$ cat src/rtl/gpio_pkg.sv
`timescale 1ns/1ps
package gpio_pkg;
    localparam int WORD_W = 32;
    localparam int BANK_AW = 4;
    localparam int REG_AW = 3;
    localparam int ADDR_W = BANK_AW + REG_AW;

    typedef enum logic [REG_AW-1:0] {
        RG_OUT  = 3'd0,
        RG_DIR  = 3'd1,
        RG_MASK = 3'd2,
        RG_STAT = 3'd3,
        RG_EDGE = 3'd4,
        RG_ENAB = 3'd5,
        RG_PIN  = 3'd6,
        RG_NONE = 3'd7
    } gpio_reg_e;
endpackage

$ cat src/rtl/gpio_sync.sv
`timescale 1ns/1ps
module gpio_sync #(
    parameter int W = 1
) (
    input  logic         clk,
    input  logic         rst_n,
    input  logic [W-1:0] d,
    output logic [W-1:0] q
);
    logic [W-1:0] stage1_q;
    logic [W-1:0] stage2_q;

    always_ff @(posedge clk or negedge rst_n) begin
        if (!rst_n) begin
            stage1_q <= '0;
            stage2_q <= '0;
        end else begin
            stage1_q <= d;
            stage2_q <= stage1_q;
        end
    end

    assign q = stage2_q;
endmodule

$ cat src/rtl/gpio_bank.sv
`timescale 1ns/1ps
module gpio_bank
    import gpio_pkg::*;
#(
    parameter int VW       = 32,
    parameter bit HAS_EN   = 1'b1,
    parameter bit HAS_EDGE = 1'b1
) (
    input  logic              clk,
    input  logic              rst_n,
    input  logic              wr_en,
    input  gpio_reg_e         reg_sel,
    input  logic [VW-1:0]     wr_data,
    input  logic [VW-1:0]     pin_in,
    output logic [VW-1:0]     out_data,
    output logic [VW-1:0]     out_en,
    output logic [WORD_W-1:0] rd_word,
    output logic              stat_any
);
    logic [VW-1:0] lvl;
    logic [VW-1:0] outd_q, dir_q, msk_q, stat_q;
    logic [VW-1:0] trig, ena_eff, ena_rd, edg_rd, evt;
    logic wr_out, wr_dir, wr_msk, wr_stat, wr_edge, wr_ena;

    assign wr_out  = wr_en && (reg_sel == RG_OUT);
    assign wr_dir  = wr_en && (reg_sel == RG_DIR);
    assign wr_msk  = wr_en && (reg_sel == RG_MASK);
    assign wr_stat = wr_en && (reg_sel == RG_STAT);
    assign wr_edge = wr_en && (reg_sel == RG_EDGE);
    assign wr_ena  = wr_en && (reg_sel == RG_ENAB);

    gpio_sync #(.W(VW)) u_sync (
        .clk   (clk),
        .rst_n (rst_n),
        .d     (pin_in),
        .q     (lvl)
    );

    always_ff @(posedge clk or negedge rst_n) begin
        if (!rst_n) begin
            outd_q <= '0;
            dir_q  <= '1;
            msk_q  <= '1;
        end else begin
            if (wr_out) outd_q <= wr_data;
            if (wr_dir) dir_q  <= wr_data;
            if (wr_msk) msk_q  <= wr_data;
        end
    end

    generate
        if (HAS_EN) begin : g_enable
            logic [VW-1:0] ena_q;
            always_ff @(posedge clk or negedge rst_n) begin
                if (!rst_n)      ena_q <= '0;
                else if (wr_ena) ena_q <= wr_data;
            end
            assign ena_eff = ena_q;
            assign ena_rd  = ena_q;
        end else begin : g_always_on
            assign ena_eff = '1;
            assign ena_rd  = '0;
        end

        if (HAS_EDGE) begin : g_edge
            logic [VW-1:0] edg_q, prv_q;
            always_ff @(posedge clk or negedge rst_n) begin
                if (!rst_n) begin
                    edg_q <= '0;
                    prv_q <= '0;
                end else begin
                    if (wr_edge) edg_q <= wr_data;
                    prv_q <= lvl;
                end
            end
            assign trig   = (edg_q & lvl & ~prv_q) | (~edg_q & ~lvl & prv_q);
            assign edg_rd = edg_q;
        end else begin : g_level
            assign trig   = lvl;
            assign edg_rd = '0;
        end
    endgenerate

    assign evt = ena_eff & ~msk_q & trig;

    // a fresh event outranks a clear in the same cycle
    always_ff @(posedge clk or negedge rst_n) begin
        if (!rst_n) stat_q <= '0;
        else        stat_q <= (stat_q & (wr_stat ? wr_data : '1)) | evt;
    end

    assign out_data = outd_q;
    assign out_en   = ena_eff & ~dir_q;
    assign stat_any = |stat_q;

    always_comb begin
        unique case (reg_sel)
            RG_OUT:  rd_word = WORD_W'(outd_q);
            RG_DIR:  rd_word = WORD_W'(dir_q);
            RG_MASK: rd_word = WORD_W'(msk_q);
            RG_STAT: rd_word = WORD_W'(stat_q);
            RG_EDGE: rd_word = WORD_W'(edg_rd);
            RG_ENAB: rd_word = WORD_W'(ena_rd);
            RG_PIN:  rd_word = WORD_W'(lvl);
            default: rd_word = '0;
        endcase
    end

    AST_EVENT_WINS: assert property (@(posedge clk) disable iff (!rst_n)
        (|evt) |=> ((stat_q & $past(evt)) == $past(evt)));

    AST_CLEAR_NEEDS_WRITE: assert property (@(posedge clk) disable iff (!rst_n)
        ((~stat_q & $past(stat_q)) & ~($past(wr_stat) ? ~$past(wr_data) : '0)) == '0);

    AST_MASK_BLOCKS: assert property (@(posedge clk) disable iff (!rst_n)
        ((stat_q & ~$past(stat_q)) & $past(msk_q)) == '0);

    AST_DISABLED_QUIET: assert property (@(posedge clk) disable iff (!rst_n)
        ((stat_q & ~$past(stat_q)) & ~$past(ena_eff)) == '0);
endmodule

$ cat src/rtl/gpio_ctrl.sv
`timescale 1ns/1ps
module gpio_ctrl
    import gpio_pkg::*;
#(
    parameter int NUM_PINS      = 40,
    parameter bit HAS_ENABLE    = 1'b1,
    parameter bit HAS_EDGE_TYPE = 1'b1
) (
    input  logic                clk,
    input  logic                rst_n,
    input  logic [ADDR_W-1:0]   bus_addr,
    input  logic                bus_we,
    input  logic [WORD_W-1:0]   bus_wdata,
    output logic [WORD_W-1:0]   bus_rdata,
    input  logic [NUM_PINS-1:0] pin_in,
    output logic [NUM_PINS-1:0] pin_out,
    output logic [NUM_PINS-1:0] pin_oe,
    output logic                irq
);
    localparam int BANKS = (NUM_PINS + WORD_W - 1) / WORD_W;

    gpio_reg_e            reg_sel;
    logic [BANK_AW-1:0]   bank_idx;
    logic [WORD_W-1:0]    rd_word [BANKS];
    logic [BANKS-1:0]     stat_any;
    logic [WORD_W-1:0]    rd_sel;

    assign reg_sel  = gpio_reg_e'(bus_addr[ADDR_W-1:BANK_AW]);
    assign bank_idx = bus_addr[BANK_AW-1:0];

    generate
        for (genvar b = 0; b < BANKS; b++) begin : g_bank
            localparam int VB = (b == BANKS - 1) ? NUM_PINS - WORD_W * b : WORD_W;
            gpio_bank #(
                .VW       (VB),
                .HAS_EN   (HAS_ENABLE),
                .HAS_EDGE (HAS_EDGE_TYPE)
            ) u_bank (
                .clk      (clk),
                .rst_n    (rst_n),
                .wr_en    (bus_we && (bank_idx == BANK_AW'(b))),
                .reg_sel  (reg_sel),
                .wr_data  (bus_wdata[VB-1:0]),
                .pin_in   (pin_in[b*WORD_W +: VB]),
                .out_data (pin_out[b*WORD_W +: VB]),
                .out_en   (pin_oe[b*WORD_W +: VB]),
                .rd_word  (rd_word[b]),
                .stat_any (stat_any[b])
            );
        end
    endgenerate

    always_comb begin
        rd_sel = '0;
        for (int b = 0; b < BANKS; b++) begin
            if (bank_idx == BANK_AW'(b)) rd_sel = rd_word[b];
        end
    end

    always_ff @(posedge clk or negedge rst_n) begin
        if (!rst_n) begin
            bus_rdata <= '0;
            irq       <= 1'b0;
        end else begin
            bus_rdata <= rd_sel;
            irq       <= |stat_any;
        end
    end

    AST_IRQ_TRACKS: assert property (@(posedge clk) disable iff (!rst_n)
        irq == $past(|stat_any));
endmodule

$ cat config.mk
export PLATFORM = sky130hd
export DESIGN_NAME = gpio_ctrl
export DESIGN_NICKNAME = d
export VERILOG_FILES = /design/src/rtl/gpio_pkg.sv /design/src/rtl/gpio_sync.sv /design/src/rtl/gpio_bank.sv /design/src/rtl/gpio_ctrl.sv
export SDC_FILE = /design/constraint.sdc
export NUM_CORES = 1
export LEC_CHECK = 0
export ABC_AREA = 1
export BUFFER_PORTS_ARGS = -buffer_cell sky130_fd_sc_hd__buf_2
export CORE_MARGIN = 5
export CORE_UTILIZATION = 58
export CTS_CLUSTER_DIAMETER = 200
export DETAILED_ROUTE_END_ITERATION = 6
export HOLD_SLACK_MARGIN = 0.1
export PLACE_DENSITY = 0.79
export SYNTH_ARGS = -nofsm -noshare
export SYNTH_HDL_FRONTEND = slang
export SYNTH_SLANG_ARGS = --single-unit
export TNS_END_PERCENT = 50
$ cat constraint.sdc
create_clock -name clk -period 1 [get_ports clk]
set_input_delay 0.05 -clock clk [delete_from_list [all_inputs] [get_ports clk]]
set_output_delay 0.05 -clock clk [all_outputs]
set_load 0.03 [all_outputs]
==> results.toml, run 1 <==
[power]
p_sw_mw = 11.08
ir_worst_vdd_uv = 1414
power_mw = 40.53
combPwrFrac = 0.155
seqPwrFrac = 0.447
clkPwrFrac = 0.398
cellPowerDensity_nw_per_um2 = 1709
p_leak_nw = 10.95
intPower_mw = 29.45
swShare = 0.2735

[clocking]
numCtsBuffers = 41
clock-sinks = 393
cts_tree = "built"
clk_path_buf_depth = 3
h-tree-depth = 2
clkLatencyLatePin_ps = 550
clockRootBuffer = "clkbuf_16"
clk_pin_slew_ps = 70

[route]
vias = 17510
vias_per_cell = 6.317
dr.pass1.iters = 7
totalWireLength_mm = 64.31
ant_nets = 0
drtIter0Drc = 2374
avgRoutedWirePerCell_um = 23.21
drc = 4

[global_route]
grt_first_pass_wirelength_mm = 95.29
grt.total_usage = 0.3832
overflow = 0
grt_max_degree = 67
grt_antenna_before_repair = 1
grt_pass1_vias = 17880

[sta]
setup_viol_count_final = 157
rsz0062_at_grt = "yes"
finalSetupTns_ps = -28500
hold_ws_ps = 138.9
fin_crit_sh = 1.411
fmax_mhz = 708.5
tightest_slew_ps = 523.3
fin_crit_ps = 1411
slew_headroom = 0.6507
maxSlewViolCount = 0
finalHoldViolCount = 0
skew_ps = 24.20
fin_ws_ps = -411.3

[worst_setup_path]
end_kind = "output pin"
crit_type = "reg -> out"
critPathMostFrequentCell = "buf_6"
crit_arrival_ps = 1360
crit_chain = "buf_6, nor2_4, buf_6"
slowest_stage = "dfstp_2"
max_stage_delay_ps = 540
cp_max_fo = 2
cp.required_ps = 950
start_kind = "register"
reg2reg_slack_ps = -290

[final_layout]
fin_cells = 2771
insertedDiodeCount = 0
final_common_cell = "nand2_1"
drive_gt1_frac = 0.3301
area_growth_pct = 43.50
fin_area_um2 = 23720
n_fill_cell = 1324
final-seq-area_um2 = 9940
multi_input_area_um2 = 6062
fin_util = 0.8491
layout.nets = 2443
final_cell_mix = "nand2_1, dfrtp_1, buf_4"

[floorplan]
die_h_um = 178.8
ios = 195
initial_utilization = 0.5917
die_w_um = 178.8
rows = 61
core_um2 = 27930
dieArea_um2 = 31970

[logic_synthesis]
synth_seq_cells = 393
syn-cell-area_um2 = 16530
ys_seq_area_frac = 0.6010
ys_types = 23
syn_nets = 1930
syn_area_per_cell_um2 = 8.945
synth_cells = 1848
yosys_warnings = 0

[run_status]
violations = "DRC, setup timing"
status = "complete, but fails checks"

[place]
gp_congestion = 0.9509
placed_cell_area_um2 = 19470
pre_cts_ws_ps = -437.6
portBuffers = 194
hpwl_mm = 35.02
placed_cells = 2504

[min_path]
hp-class = "in -> reg"

[flow_run]
max-cap-violations = 0
## power by group through the flow
stage	registers, mW	logic (mW)	clock network, mW
finish	18.1	6.29	16.1
floorplan	18.3	1.97	0
global route	18.2	6.65	16.7
global placement	18.2	4.26	0
detailed placement	18.2	4.39	0
CTS	18.0	5.55	15.9
## synth_stat cells (all sizes together)
master,count,area share
buf,71,0.021
nor3,6,0.0018
a31oi,1,0.00038
nand3b,32,0.015
dfrtp,313,0.47
nor2,192,0.045
a21oi,64,0.019
nand3,83,0.026
clkbuf,25,0.0057
o21ai,344,0.10
inv,143,0.033
dfstp,80,0.13
nand2,393,0.090
nand4,101,0.038
## worst max-delay path, delay by kind of cell (launching register included)
| kind | cells | cell delay [ps] |
|---|---|---|
| AND/OR/NAND/NOR | 1 | 40 |
| buffers and inverters | 2 | 240 |
| flip-flops | 1 | 540 |
## kinds of logic (layout without fill, tap and decap cells)
logic type             after synthesis  count (layout)  synth area share
AND/OR/NAND/NOR                    807             807            0.2162
flip-flops                         393             393            0.6010
AO/OA/AOI/OAI                      409             409            0.1239
buffers and inverters              239             784           0.05889
## layout make-up
type                    instances  area share
flip-flops and latches        393      0.4190
multi-input cells            1216      0.2556
repair buffers                566      0.2232
clock buffers                  59     0.04990
inverters                     143     0.02326
well taps                     378     0.01994
clock inverters                16    0.009125
## layer usage
metal / wire length, µm / global-route usage / up-vias
met5: 7 / 0 / -
met4: 5361 / 0.2571 / 2
met3: 7783 / 0.08435 / 491
met2: 30360 / 0.6248 / 1587
met1: 20800 / 0.4571 / 8241
li1: - / - / 7184
## what timing repair did
| action | CTS | global route |
|---|---|---|
| setup buffers | 80 | 47 |
| endpoints found under the setup margin | 136 | 172 |
| gates resized for setup | 299 | 131 |
| pin swaps | 58 | 71 |
| hold endpoints to repair | 651 | 0 |
| hold buffers | 74 | 0 |
## path summary, 6_finish.rpt
check                                                              startpoint                                        endpoint  cells past startpoint
worst max-delay path                   g_bank[0].u_bank.dir_q[28]$_DFFE_PN1P_                                      pin_oe[28]                      3
worst min-delay path                                               pin_in[28]  g_bank[0].u_bank.u_sync.stage1_q[28]$_DFF_PN0_                      2
worst min register to register  g_bank[1].u_bank.u_sync.stage1_q[5]$_DFF_PN0_          g_bank[1].u_bank.u_sync.q[5]$_DFF_PN0_                      0
max in group asynchronous                                               rst_n      g_bank[1].u_bank.g_edge.prv_q[3]$_DFF_PN0_                      3
worst max register to register          g_bank[0].u_bank.stat_q[31]$_DFF_PN0_                         bus_rdata[31]$_DFF_PN0_                      5
min in group asynchronous                                               rst_n           g_bank[1].u_bank.dir_q[5]$_DFFE_PN1P_                      2
Power figures use the tool's default switching activity.
==> run 2, diff against run 1 <==
Settings changed: CORE_UTILIZATION 58 to 59, PLACE_DENSITY 0.79 to 0.8, SYNTH_HIERARCHICAL set to 1.
==> run 2 against run 1 <==
Compared with the run above: via count grew 11%; the flow still finishes with violations (DRC, setup timing); final cell count increased by 8.1%; hold slack about the same; register-to-register slack got worse by 220 ps; largest power group unchanged; area after synthesis rose by 7.7%.
==> results.toml, run 2 <==
[run_status]
status = "complete, but fails checks"
violations = "DRC, setup timing"

[clocking]
h-tree-depth = 2
clkLatencyLatePin_ps = 560
clock-sinks = 393
cts_tree = "built"
clockRootBuffer = "clkbuf_16"
numCtsBuffers = 42
clk_pin_slew_ps = 60
clk_path_buf_depth = 3

[floorplan]
dieArea_um2 = 33760
core_um2 = 29720
initial_utilization = 0.5993
die_w_um = 183.7
rows = 63
die_h_um = 183.7
ios = 195

[sta]
finalHoldViolCount = 0
setup_viol_count_final = 164
fin_ws_ps = -513.1
rsz0062_at_grt = "yes"
maxSlewViolCount = 0
fin_crit_sh = 1.513
skew_ps = 21.94
fmax_mhz = 660.9
tightest_slew_ps = 585.2
finalSetupTns_ps = -35600
fin_crit_ps = 1513
slew_headroom = 0.6098

[logic_synthesis]
synth_area_leader_cell = "dfrtp_1"
yosys_warnings = 6
synth_cells = 2032
synth_edf_count = 0
yosys-top-cells-count = "nand2_1, dfrtp_1, nor2_1"
synth_seq_cells = 393
synth_top_area_share = 0.4398
synthTopCellsByArea = "dfrtp_1, dfstp_2, nand2_1, o21ai_0, nand3_1"
ys_seq_area_frac = 0.5579
syn_area_per_cell_um2 = 8.764
synth_ff_type = "dfrtp_1"
syn-cell-area_um2 = 17810
synthArstFlopShare = 1.000
synth.most_common_cell = "nand2_1"
ys_types = 31

[route]
drc = 20
vias = 19450
ant_nets = 0
drtIter0Drc = 3234
dr.pass1.iters = 7
avgRoutedWirePerCell_um = 24.60
totalWireLength_mm = 73.71
vias_per_cell = 6.492

[worst_setup_path]
crit_type = "reg -> reg"
start_kind = "register"
cp_max_fo = 2
end_kind = "register"
reg2reg_slack_ps = -510
crit_arrival_ps = 1930
cp.required_ps = 1420

[final_layout]
final_cell_mix = "nand2_1, dfrtp_1, buf_4"
fin_cells = 2996
layout.nets = 2653
drive_gt1_frac = 0.3386
fin_util = 0.8524
area_growth_pct = 42.24
n_fill_cell = 1358
final_common_cell = "nand2_1"

[power]
cellPowerDensity_nw_per_um2 = 1720
p_leak_nw = 12.12
ir_worst_vdd_uv = 1620
power_mw = 43.57

[global_route]
grt_first_pass_wirelength_mm = 104.1
grt.total_usage = 0.3932
overflow = 0
grt_pass1_vias = 19230
grt_max_degree = 45
grt_antenna_before_repair = 2

[min_path]
hp-class = "in -> reg"

[place]
hpwl_mm = 37.19
gp_congestion = 0.9124
placed_cells = 2762
portBuffers = 194

[flow_run]
max-cap-violations = 0
## run 2: cell types whose count changed after synthesis, moves of 22 or more
cell,delta
a21oi_1,-24
nand2_1,+106
nand3_1,+83
o21ai_0,+46
nor2_1,+27
o21ai_1,-126
nand3_2,+22
buf_4,+35
## run 2: cell families after synthesis
family                 after synthesis  synth area share
other                                1         0.0002106
AO/OA/AOI/OAI                      320           0.09330
AND/OR/NAND/NOR                   1042            0.2721
buffers and inverters              276           0.07651
flip-flops                         393            0.5579
## run 2: area by class of cell
type / instances / area (µm²) / area share
Inverter: 144 / 540.5 / 0.02134
Timing Repair Buffer: 604 / 5702 / 0.2251
Tap cell: 390 / 488.0 / 0.01926
Sequential cell: 393 / 9940 / 0.3924
Clock inverter: 17 / 220.2 / 0.008694
Clock buffer: 61 / 1276 / 0.05038
Antenna cell: 1 / 2.502 / 0.00009879
Multi-Input combinational cell: 1386 / 7162 / 0.2827
## run 2: report_power, final
group | switching [mW] | internal, mW
logic | 4.97 | 3.50
registers | 0.891 | 17.1
clock network | 6.88 | 10.2
## run 2: what timing repair did
| item | 4_1_cts | 5_1_grt |
|---|---|---|
| gates resized for setup | 337 | 148 |
| hold endpoints to repair | 673 | 0 |
| buffers inserted | 55 | 33 |
| pin swaps | 69 | 72 |
| hold buffers | 74 | 0 |
| endpoints found under the setup margin | 143 | 175 |
## run 2: per-layer routing
metal,part of all wire,global-route usage
met5,0.00018,0
met2,0.45,0.6258
met1,0.32,0.4764
met4,0.095,0.2579
met3,0.14,0.1017
## run 2: final timing paths
| check | from | endpoint | cells after the start |
|---|---|---|---|
| worst min register to register | g_bank[0].u_bank/u_sync/stage1_q[8]$_DFF_PN0_ | g_bank[0].u_bank/u_sync/q[8]$_DFF_PN0_ | 0 |
| worst max register to register | g_bank[1].u_bank/ena_eff[5]$_DFFE_PN0P_ | bus_rdata[5]$_DFF_PN0_ | 6 |
| worst min-delay path | pin_in[9] | g_bank[0].u_bank/u_sync/stage1_q[9]$_DFF_PN0_ | 2 |
| min in group asynchronous | rst_n | g_bank[0].u_bank/dir_q[21]$_DFFE_PN1P_ | 2 |
| max in group asynchronous | rst_n | g_bank[0].u_bank/edg_rd[21]$_DFFE_PN0P_ | 3 |
| worst max-delay path | g_bank[1].u_bank/ena_eff[5]$_DFFE_PN0P_ | bus_rdata[5]$_DFF_PN0_ | 6 |
## run 2: through the flow
step                      setup WS (ps)  instance area [µm²]  hold WS (ps)
after floorplan                  -298.9                18050        -245.6
after global routing             -663.4                25330         143.6
after detailed placement         -444.6                20990        -45.34
after global placement           -442.9                20990        -43.69
final                            -513.1                25330         138.7
after CTS                        -428.6                24650         130.3
## run 2: critical path, cell delays in order, from the launching register on
cell	delay (ps)
dfrtp_1	400
nand4_1	140
nand2_1	180
nor2_2	300
nand2_1	140
nand3_1	120
nand2_1	100
